`src/rtl/card_mbox_pkg.sv`:
```
package card_mbox_pkg;

  localparam int DATA_W    = 16;
  localparam int MAX_SLOTS = 3;

  // select codes, slot k in bits [16k +: 16]
  localparam logic [MAX_SLOTS*DATA_W-1:0] SLOT_CODES =
    {16'h3500, 16'h1D00, 16'h1700};

  localparam logic [DATA_W-1:0] ALL_ONES = '1;

endpackage

```
`src/rtl/mbox_sel_decode.sv`:
```
module mbox_sel_decode
  import card_mbox_pkg::*;
#(
  parameter int NUM_SLOTS = 3
) (
  input  logic                 clk,
  input  logic                 rst,
  input  logic                 we,
  input  logic [DATA_W-1:0]    wdata,
  output logic [NUM_SLOTS-1:0] hit
);

  logic [DATA_W-1:0] sel_q;

  always_ff @(posedge clk) begin
    if (rst)     sel_q <= '0;
    else if (we) sel_q <= wdata;
  end

  for (genvar k = 0; k < NUM_SLOTS; k++) begin : g_cmp
    assign hit[k] = (sel_q == SLOT_CODES[k*DATA_W +: DATA_W]);
  end

endmodule

```
`src/rtl/mbox_cmd_buf.sv`:
```
module mbox_cmd_buf #(
  parameter int OFS_W = 6
) (
  input  logic             clk,
  input  logic             rst,
  input  logic             wr,
  input  logic             rd,
  input  logic [OFS_W-1:0] wofs,
  output logic [OFS_W-1:0] ofs,
  output logic             valid
);

  logic pos_q;

  always_ff @(posedge clk) begin
    if (rst) begin
      pos_q <= 1'b0;
      ofs   <= '0;
      valid <= 1'b0;
    end else begin
      if (wr) begin
        pos_q <= ~pos_q;
        if (!pos_q) ofs <= wofs;
      end
      if (wr && pos_q)  valid <= 1'b1;
      else if (rd)      valid <= 1'b0;
    end
  end

endmodule

```
`src/rtl/mbox_id_store.sv`:
```
module mbox_id_store #(
  parameter int OFS_W = 6
) (
  input  logic             clk,
  input  logic             we,
  input  logic [OFS_W-1:0] waddr,
  input  logic [7:0]       wdata,
  input  logic [OFS_W-1:0] raddr,
  output logic [7:0]       rd_hi,
  output logic [7:0]       rd_lo
);

  localparam int DEPTH = 1 << OFS_W;

  logic [7:0]       mem [DEPTH];
  logic [OFS_W-1:0] raddr_nx;

  always_ff @(posedge clk) begin
    if (we) mem[waddr] <= wdata;
  end

  assign raddr_nx = raddr + 1'b1;
  assign rd_hi    = mem[raddr];
  assign rd_lo    = mem[raddr_nx];

endmodule

```
`src/rtl/card_id_mailbox.sv`:
```
module card_id_mailbox
  import card_mbox_pkg::*;
#(
  parameter int          ADDR_W    = 8,
  parameter int          NUM_SLOTS = 3,
  parameter int          OFS_W     = 6,
  parameter logic [7:0]  SEL_REG   = 8'h10,
  parameter logic [7:0]  CMD_REG   = 8'h20,
  localparam int         SLOT_W    = $clog2(NUM_SLOTS)
) (
  input  logic                 clk,
  input  logic                 rst,
  input  logic [ADDR_W-1:0]    bus_addr,
  input  logic                 bus_wr,
  input  logic                 bus_rd,
  input  logic [DATA_W-1:0]    bus_wdata,
  output logic [DATA_W-1:0]    bus_rdata,
  input  logic [NUM_SLOTS-1:0] card_present,
  input  logic                 pl_we,
  input  logic [SLOT_W-1:0]    pl_slot,
  input  logic [OFS_W-1:0]     pl_addr,
  input  logic [7:0]           pl_data
);

  logic                 sel_we, cmd_wr, cmd_rd;
  logic [NUM_SLOTS-1:0] sel_hit;
  logic [OFS_W-1:0]     cmd_ofs;
  logic                 cmd_valid;
  logic [7:0]           hi_b [NUM_SLOTS];
  logic [7:0]           lo_b [NUM_SLOTS];
  logic [DATA_W-1:0]    pair_word;
  logic                 pair_ok;
  logic [DATA_W-1:0]    rdata_nx;

  assign sel_we = bus_wr && (bus_addr == SEL_REG[ADDR_W-1:0]);
  assign cmd_wr = bus_wr && (bus_addr == CMD_REG[ADDR_W-1:0]);
  assign cmd_rd = bus_rd && (bus_addr == CMD_REG[ADDR_W-1:0]);

  mbox_sel_decode #(.NUM_SLOTS(NUM_SLOTS)) u_sel (
    .clk(clk), .rst(rst), .we(sel_we), .wdata(bus_wdata), .hit(sel_hit)
  );

  mbox_cmd_buf #(.OFS_W(OFS_W)) u_cmd (
    .clk(clk), .rst(rst), .wr(cmd_wr), .rd(cmd_rd),
    .wofs(bus_wdata[OFS_W-1:0]), .ofs(cmd_ofs), .valid(cmd_valid)
  );

  for (genvar k = 0; k < NUM_SLOTS; k++) begin : g_slot
    mbox_id_store #(.OFS_W(OFS_W)) u_store (
      .clk(clk),
      .we(pl_we && (pl_slot == SLOT_W'(k))),
      .waddr(pl_addr), .wdata(pl_data),
      .raddr(cmd_ofs), .rd_hi(hi_b[k]), .rd_lo(lo_b[k])
    );
  end

  always_comb begin
    pair_word = '0;
    pair_ok   = 1'b0;
    for (int k = 0; k < NUM_SLOTS; k++) begin
      if (sel_hit[k] && card_present[k]) begin
        pair_word = pair_word | {hi_b[k], lo_b[k]};
        pair_ok   = 1'b1;
      end
    end
  end

  always_comb begin
    rdata_nx = '0;
    if (bus_addr == SEL_REG[ADDR_W-1:0])
      rdata_nx = {{(DATA_W-NUM_SLOTS){1'b1}}, ~card_present};
    else if (bus_addr == CMD_REG[ADDR_W-1:0])
      rdata_nx = (cmd_valid && pair_ok) ? pair_word : ALL_ONES;
  end

  always_ff @(posedge clk) begin
    if (rst)         bus_rdata <= '0;
    else if (bus_rd) bus_rdata <= rdata_nx;
  end

endmodule

```
`config.mk`:
```
export PLATFORM = sky130hd
export DESIGN_NAME = card_id_mailbox
export DESIGN_NICKNAME = d
export VERILOG_FILES = /design/src/rtl/card_mbox_pkg.sv /design/src/rtl/mbox_sel_decode.sv /design/src/rtl/mbox_cmd_buf.sv /design/src/rtl/mbox_id_store.sv /design/src/rtl/card_id_mailbox.sv
export SDC_FILE = /design/constraint.sdc
export NUM_CORES = 2
export LEC_CHECK = 0
export BUFFER_PORTS_ARGS = -buffer_cell sky130_fd_sc_hd__buf_2
export CORE_ASPECT_RATIO = 0.9
export CORE_UTILIZATION = 39
export CTS_CLUSTER_DIAMETER = 200
export DETAILED_ROUTE_END_ITERATION = 10
export PLACE_DENSITY = 0.51
export SLEW_MARGIN = 20
export SYNTH_ARGS = -nofsm -noshare
export SYNTH_HDL_FRONTEND = slang
export SYNTH_SLANG_ARGS = --single-unit
```
`constraint.sdc`:
```
create_clock -name clk -period 7 [get_ports clk]
set_input_delay 0.7 -clock clk [delete_from_list [all_inputs] [get_ports clk]]
set_output_delay 0.7 -clock clk [all_outputs]
set_load 0.02 [all_outputs]
```
==> qor.txt <==
Cell Area, Placed - 77,100 um^2
Total Routing Usage GR - 0.260
Vias in the first global route - 42,092
Worst-Margin Slew - 1.22 ns
Arr. time, crit path - 5.20 ns
Min Hold Slack - 0.121 ns
Most common cell after layout, fill and taps aside - edfxtp_1
Fin worst setup slack - 2.46 ns
EDFF count, synth - 1,536
VDD IR max - 0.259 mV
Routed len/inst - 37.6 um
Height of the die - 415 um
Synth Net Count - 3,976
Post-synth ARST share - 0
Worst slack, placed - 2.60 ns
Post-CTS sizing - 0
Antenna violations before repair - 13
H-tree Lvls - 4
GPL Wtd Cong - 0.908
Simple-gate share of the synthesized area - 0.0451
Fill count - 16,304
P per Cell Area - 241 nW/um^2
Area of the core - 188,000 um^2
Vias - 42,792
Total CTS buffers - 174
Die Wd - 461 um
Status - finished, final reports clean
Synth-to-Final Area Change - 11.9%
Post-Synthesis Cells - 3,927
Final hold vios - 0
Clk_lat worst skew - 0.82 ns
WS Path Type - reg -> reg
# DRC - 0
Area occupied by registers - 47,100 um^2
Crit path launch type - register
Most frequent cells in the layout - edfxtp_1, mux4_2, nand2_1
Max-Cap Viols - 0
DIE AREA - 191,000 um^2
Root Buffer - clkbuf_16
Primary FF master, synth - edfxtp_1
Min Tclk post-route - 4.54 ns
Worst hold path type - in -> reg
Cell row count - 151
Post-Layout Inst Area - 82,700 um^2
Clk sinks - 1,582
Longest Clk Path Bufs - 3
Max-slew headroom - 0.183
Worst-path maximum fanout - 31
Fmax - 220 MHz
Final Skew - 0.0298 ns
CTS tree - done
Top Ports - 64
Area of the mapped netlist - 73,900 um^2
Clock slew at reported path FFs - 0.06 ns
GRT Residual Overflow - 0
Pleak - 24.3 nW
First-pass GRT wire length - 346,000 um
Area of the multi-input gates - 25,400 um^2
Drt pass-1 iters - 6
Layout cells sized above 1 - 0.314
Distinct cells, synth - 71
Final core occ - 0.440
Total wire length - 249,000 um
Post-DP HPWL - 161,000 um
Starting DRT DRC Count - 5,334
Starting Density - 0.393
RSZ-0062 raised after global routing - no
Number of setup buffers added after CTS - 0
Largest net degree at the start of global routing - 145
Xor/xnor cell area share of the yosys netlist - 0.00118
Post-synthesis compound-gate area fraction - 0.0344
Final setup viols - 0
Tcrit/Tclk final - 0.649
Final Net Count - 4,009
# port buffers - 63
Largest family of logic cells by synthesized area - multiplexers
Slew Limit Fails - 0
Kind of end point of the critical path - register
Sequential share of the synthesized area - 0.636
Synth Area per Inst - 18.8 um^2
Syn. warnings - 0
Routed Antenna Nets - 0
Vias per inst - 6.46
Worst endpoint required time - 7.65 ns
Register bit count reported by yosys - 1,582
Setup TNS Final - 0 ns
Multiplexer area fraction after synthesis - 0.260
Adder-cell area share of the yosys netlist - 0.000169
Hold Buf Count CTS - 0
[final cells by class]
type	instances	area share
Antenna cell	5	0.000151
Clock buffer	220	0.0564
Clock inverter	93	0.0112
Inverter	4	0.000181
Multi-Input combinational cell	2027	0.307
Sequential cell	1582	0.569
Tap cell	2524	0.0382
Timing Repair Buffer	171	0.0180
[sequential cells by signal, summed over array words and instances (netlist names), named ones only]
signal              cells
g_slot.u_store.mem   1536
bus_rdata              16
u_sel.sel_q            16
u_cmd.ofs               6
u_cmd.pos_q             1
u_cmd.valid             1
[per-layer routing]
metal | part of all wire | track usage
met3 | 0.093 | 0.0573
met4 | 0.029 | 0.0707
met1 | 0.43 | 0.392
met2 | 0.44 | 0.380
met5 | 0.000080 | 0
[Yosys cell counts, types with 9 or more instances]
library cell | n | area (um^2)
edfxtp_1 | 1536 | 46100
mux4_2 | 804 | 18100
nand2_1 | 289 | 1080
nor2_1 | 243 | 912
buf_2 | 134 | 671
clkbuf_1 | 100 | 375
mux2i_1 | 99 | 991
nand3_1 | 98 | 490
a22oi_1 | 97 | 728
a21oi_1 | 81 | 405
buf_4 | 48 | 360
dfxtp_1 | 46 | 921
a221oi_1 | 33 | 289
nand4_1 | 25 | 156
buf_6 | 21 | 236
o22ai_1 | 21 | 131
a22o_1 | 18 | 158
a211oi_1 | 13 | 97.6
nor2b_1 | 13 | 81.3
o21ai_0 | 13 | 65.1
and3_1 | 12 | 75.1
nor3_1 | 11 | 55.1
buf_1 | 10 | 37.5
o41ai_1 | 10 | 87.6
a31oi_1 | 9 | 56.3
nand2b_1 | 9 | 56.3
[through the flow]
stage               power, mW  std cells
finish                   19.9       6626
global placement         10.9       6306
floorplan                10.7       3927
detailed placement       10.9       6306
global route             20.4       6622
CTS                      20.0       6619
[path summary, 6_finish.rpt]
check             slack (ns)  cells past startpoint       startpoint              end
setup / recovery        2.46                      8     u_cmd.ofs[0]     bus_rdata[6]
hold / removal          0.12                      3    bus_wdata[13]  u_sel.sel_q[13]
setup reg to reg        2.46                      8     u_cmd.ofs[0]     bus_rdata[6]
hold reg to reg         0.49                      2  u_sel.sel_q[10]  u_sel.sel_q[10]
[worst max-delay path: stages (launching register included)]
cell and delay, ns:
dfxtp_4 0.71, nand3_1 0.42, xor2_4 0.79, buf_4 0.56, nand2_1 0.51, o22ai_1 0.48
o32ai_1 0.32, a2111oi_0 0.44, a211oi_1 0.09
[cell families after synthesis]
logic type	after synthesis
DFF	1582
AOI/OAI and AO/OA	354
xor gates and xnor gates	7
buffers and inverters	318
and+or+nand+nor	754
muxes	911
adders and majority gates	1
[where the power goes]
group	switching, mW	total (mW)	internal, mW	leakage, nW
logic	0.260	0.315	0.0553	7.35
clock network	3.88	9.18	5.30	2.73
registers	0.00978	10.4	10.4	14.2
total	4.15	19.9	15.8	24.3
Note: power is estimated with default switching activity, not from simulation.
